<file path="src/rtl/fwc_pkg.sv">
package fwc_pkg;

    localparam int unsigned WINDOW_PPM = 1000;

    typedef enum logic [1:0] {
        VERD_IN,
        VERD_LOW,
        VERD_HIGH
    } verdict_e;

    typedef struct packed {
        logic lock;
        logic pd_disable;
        logic steer_up;
        logic steer_dn;
    } ctl_out_t;

    localparam ctl_out_t CTL_IDLE = '{lock: 1'b0, pd_disable: 1'b1, steer_up: 1'b0, steer_dn: 1'b0};

    // sel[1] = reference select, sel[0] = bit-rate select
    function automatic int unsigned ratio_shift(logic [1:0] sel);
        int unsigned ref_lg;
        int unsigned rate_lg;
        ref_lg  = sel[1] ? 7 : 6;
        rate_lg = sel[0] ? 4 : 2;
        return ref_lg - rate_lg;
    endfunction

    function automatic longint unsigned gate_expect(int unsigned gate, logic [1:0] sel);
        return longint'(gate) << ratio_shift(sel);
    endfunction

    function automatic longint unsigned gate_tol(int unsigned gate, logic [1:0] sel);
        return (gate_expect(gate, sel) * WINDOW_PPM) / 1000000;
    endfunction

    function automatic ctl_out_t verdict_to_ctl(verdict_e v);
        ctl_out_t c;
        c = CTL_IDLE;
        case (v)
            VERD_IN:   begin c.lock = 1'b1; c.pd_disable = 1'b0; end
            VERD_LOW:  c.steer_up = 1'b1;
            VERD_HIGH: c.steer_dn = 1'b1;
            default:   c = CTL_IDLE;
        endcase
        return c;
    endfunction

endpackage

</file>
<file path="src/rtl/fwc_judge.sv">
module fwc_judge
    import fwc_pkg::*;
#(
    parameter int unsigned GATE_REFS = 1024,
    parameter int unsigned CNT_W     = 17
) (
    input  logic             clk,
    input  logic             rst,
    input  logic             rate_low,
    input  logic             ref_half,
    input  logic             close,
    input  logic [CNT_W-1:0] meas,
    input  logic             ref_lost,
    output ctl_out_t         ctl_q
);
    logic [CNT_W-1:0] lo_tab [4];
    logic [CNT_W-1:0] hi_tab [4];

    for (genvar s = 0; s < 4; s++) begin : g_win
        localparam longint unsigned EXP = gate_expect(GATE_REFS, 2'(s));
        localparam longint unsigned TOL = gate_tol(GATE_REFS, 2'(s));
        assign lo_tab[s] = CNT_W'(EXP - TOL);
        assign hi_tab[s] = CNT_W'(EXP + TOL);
    end

    logic [1:0]       sel;
    logic [CNT_W-1:0] lo_sel;
    logic [CNT_W-1:0] hi_sel;
    verdict_e         verd;

    assign sel    = {ref_half, rate_low};
    assign lo_sel = lo_tab[sel];
    assign hi_sel = hi_tab[sel];

    always_comb begin
        if (meas < lo_sel)      verd = VERD_LOW;
        else if (meas > hi_sel) verd = VERD_HIGH;
        else                    verd = VERD_IN;
    end

    always_ff @(posedge clk) begin
        if (rst || ref_lost) ctl_q <= CTL_IDLE;
        else if (close)      ctl_q <= verdict_to_ctl(verd);
    end


    steer_excl_chk: assert property (@(posedge clk) disable iff (rst)
        !(ctl_q.steer_up && ctl_q.steer_dn));


    lock_pd_chk: assert property (@(posedge clk) disable iff (rst)
        ctl_q.lock != ctl_q.pd_disable);


    low_steer_chk: assert property (@(posedge clk) disable iff (rst)
        (close && !ref_lost && meas < lo_sel) |=> ctl_q.steer_up && !ctl_q.lock);


    high_steer_chk: assert property (@(posedge clk) disable iff (rst)
        (close && !ref_lost && meas > hi_sel) |=> ctl_q.steer_dn && !ctl_q.lock);


    out_hold_chk: assert property (@(posedge clk) disable iff (rst)
        (!close && !ref_lost) |=> $stable(ctl_q));


    lost_clear_chk: assert property (@(posedge clk) disable iff (rst)
        ref_lost |=> !ctl_q.lock && !ctl_q.steer_up && !ctl_q.steer_dn);
endmodule

</file>
<file path="config.mk">
export PLATFORM = sky130hd
export DESIGN_NAME = fwc_judge
export DESIGN_NICKNAME = d
export VERILOG_FILES = /design/src/rtl/fwc_pkg.sv /design/src/rtl/fwc_judge.sv
export SDC_FILE = /design/constraint.sdc
export NUM_CORES = 1
export LEC_CHECK = 0
export ABC_AREA = 1
export BUFFER_PORTS_ARGS = -buffer_cell sky130_fd_sc_hd__buf_4
export CAP_MARGIN = 0
export CELL_PAD_IN_SITES_DETAIL_PLACEMENT = 0
export CELL_PAD_IN_SITES_GLOBAL_PLACEMENT = 1
export CORE_MARGIN = 8
export CORE_UTILIZATION = 30
export CTS_CLUSTER_DIAMETER = 100
export CTS_CLUSTER_SIZE = 16
export DETAILED_ROUTE_END_ITERATION = 16
export GPL_TIMING_DRIVEN = 0
export PLACE_DENSITY_LB_ADDON = 0.1
export SLEW_MARGIN = 40
export SYNTH_ARGS = -nofsm -noshare
export SYNTH_HDL_FRONTEND = slang
export SYNTH_SLANG_ARGS = --single-unit
</file>
<file path="constraint.sdc">
create_clock -name clk -period 1.9 [get_ports clk]
set_input_delay 0.19 -clock clk [delete_from_list [all_inputs] [get_ports clk]]
set_output_delay 0.19 -clock clk [all_outputs]
set_load 0.05 [all_outputs]
</file>
==> summary.txt <==
Clock tree
  • Clock latency at the later pin of the worst-skew pair: 0.23 ns
  • Post-cts sizing count: 0
  • CTS Buf Count: 3
  • Setup bufs post-CTS: 0
  • Hold Buf Count CTS: 0
  • TritonCTS clock tree: built
  • Total clock sinks: 4
  • Worst-case clock buffer depth: 2
  • H-tree Lvls: 1
  • Clock-pin slew on the worst setup and hold paths: 0.04 ns
  • Root buf cell: clkbuf_4

Critical path
  • Crit Path Max Fanout: 4
  • Reg2Reg Capture Point: ctl_q[1]
  • Crit path DAT: 1.61 ns
  • Worst Setup Start Kind: input pin
  • Reg-to-reg slack, setup: 1.26 ns
  • CP Class: in2reg
  • Worst endpoint required time: 2.02 ns
  • Worst setup EP type: register
  • R2R cell count: 2
  • Crit path from: rate_low
  • Worst r2r src: ctl_q[1]
  • CP endpoint: ctl_q[3]

STA
  • Tcrit/Tclk final: 0.784
  • Fin. max-slew vios: 0
  • Setup slack after layout: 0.410 ns
  • Min Tclk post-route: 1.49 ns
  • Achievable Freq: 0.671 GHz
  • TNS Setup: 0 ns
  • Clk_skew: 0 ns
  • Max-slew headroom: 0.860
  • RSZ-0062 raised after global routing: false
  • Final setup fails: 0
  • Slew @ Worst Pin: 0.210 ns
  • Fin. Hold Viols: 0

Layout
  • Max FFs per register: 4
  • Layout Utilization: 0.446
  • Area delta synth->final: 40.9%
  • Final #Nets: 168
  • Reg with most FFs: ctl_q
  • Leading cell type in the layout, fill and taps excluded: nand2_1
  • Most frequent cells in the layout: nand2_1, buf_4, inv_1, ha_1, nor2_1
  • Fin area: 866 sq um
  • Largest regs: ctl_q: 4 flops
  • Layout cell share with drive strength beyond 1: 0.308
  • Final non-filler cell total: 157
  • ANT cells: 0

Route
  • Drt drc: 0
  • Vias: 701
  • Drt pass-1 iters: 4
  • Via-to-Cell Ratio: 4.46
  • Routed len/inst: 9.92 um
  • Initial DRC Count: 7
  • Routed Antenna Nets: 0
  • Drt total wl: 1560 um

Floorplan
  • Die Wd: 61.3 um
  • Initial core utilization: 0.316
  • Die Y: 61.3 um
  • Ports: 27
  • Die area: 0.00375 sq mm
  • Core area: 0.00194 sq mm
  • Site Rows: 16

Placed design
  • Post-Place Cells: 154
  • Post-DP Area: 843 sq um
  • Dpl ws: 0.165 ns
  • IO Port Bufs: 26
  • GPL Wtd Cong: 0.814
  • Dpl hpwl: 1450 um

Global route
  • First-pass GRT wire length: 2700 um
  • Gr usage total: 0.0942
  • Initial antenna violation count: 0
  • Number of global-route vias before repair: 697
  • Largest net degree at the start of global routing: 6
  • Global route overflow: 0

Yosys
  • Register area share after synthesis: 0.130
  • Mapped Cells: 101
  • Avg Cell Area, Syn: 6.08 sq um
  • Post-Syn Area: 614 sq um
  • Synth warnings: 0
  • Flops & latches, synth: 4
  • Distinct cells, synth: 17
  • Synth Net Count: 137

Min path
  • HP Class: in2reg

Pwr
  • Pwr Density: 400 mW/mm^2
  • Max VDD drop: 0.168 mV
  • Leakage: 0.000475 uW

Flow run
  • Max-Cap Viols: 0

Status
  • Outcome: completed
layer usage:
layer | vias to the layer above | GRT usage | wire length (um)
li1 | 377 | - | -
met1 | 308 | 0.104 | 666
met2 | 16 | 0.160 | 793
met3 | 0 | 0.0251 | 99
met4 | 0 | 0.0498 | 0
met5 | - | 0 | 0
area by class of cell:
cell class | count | area (sq um)
sequential | 4 | 80.1
timing repair buffer | 26 | 195
buffer | 1 | 3.75
inverter | 18 | 70.1
fill | 218 | 1080
tap | 27 | 33.8
multi-input combinational | 78 | 460
clock buffer | 3 | 22.5
Yosys cell counts (all sizes together):
library cell  number  area (sq um)
dfxtp              4          80.1
nor3b              2          15.0
nand3              8          45.0
nor2              15          66.3
a21oi              6          37.5
nand4              1          6.26
inv               18          70.1
clkbuf             1          3.75
o21ai              2          10.0
nand2             30           113
ha                13           163
nor3               1          5.00
power by group:
| group | switching (uW) | internal [uW] |
|---|---|---|
| registers | 1.59 | 87.9 |
| clock network | 32.6 | 70.5 |
| logic | 81.4 | 72.0 |
| total | 116 | 230 |
how the worst min path moves through the flow:
| stage | from | to | slack (ns) | cells past startpoint |
|---|---|---|---|---|
| 2_1_floorplan | close | ctl_q[2] | 0.36 | 2 |
| 3_3_place_gp | ctl_q[0] | ctl_q[0] | 0.47 | 2 |
| 3_5_place_dp | ctl_q[0] | ctl_q[0] | 0.48 | 2 |
| 4_1_cts | rst | ctl_q[3] | 0.23 | 4 |
| 5_1_grt | rst | ctl_q[3] | 0.24 | 4 |
| 6_report | rst | ctl_q[3] | 0.24 | 4 |
kinds of logic (layout without fill, tap and decap cells):
group | after synthesis | in the layout | synth area share
and+or+nand+nor | 57 | 57 | 0.407
buffers and inverters | 19 | 48 | 0.120
adders and majority gates | 13 | 13 | 0.265
AOI/OAI and AO/OA | 8 | 8 | 0.0774
DFF | 4 | 4 | 0.130
worst max-delay path, stage by stage:
cell and delay, ns:
buf_4 0.12, nor2_1 0.14, inv_1 0.12, ha_1 0.30, nand2_1 0.07, nor2_2 0.12
nand2_1 0.07, nor2_2 0.10, nand2_1 0.07, nand2_1 0.10, nand3_1 0.09, nand2_1 0.08
nor2_1 0.04
metrics by stage:
step / power, uW / hold WS [ns]
after floorplan: 182 / 0.359
after global placement: 244 / 0.465
after detailed placement: 247 / 0.476
after CTS: 355 / 0.231
after global routing: 382 / 0.244
final: 346 / 0.238
No activity file was read; power rests on OpenSTA's default activity.
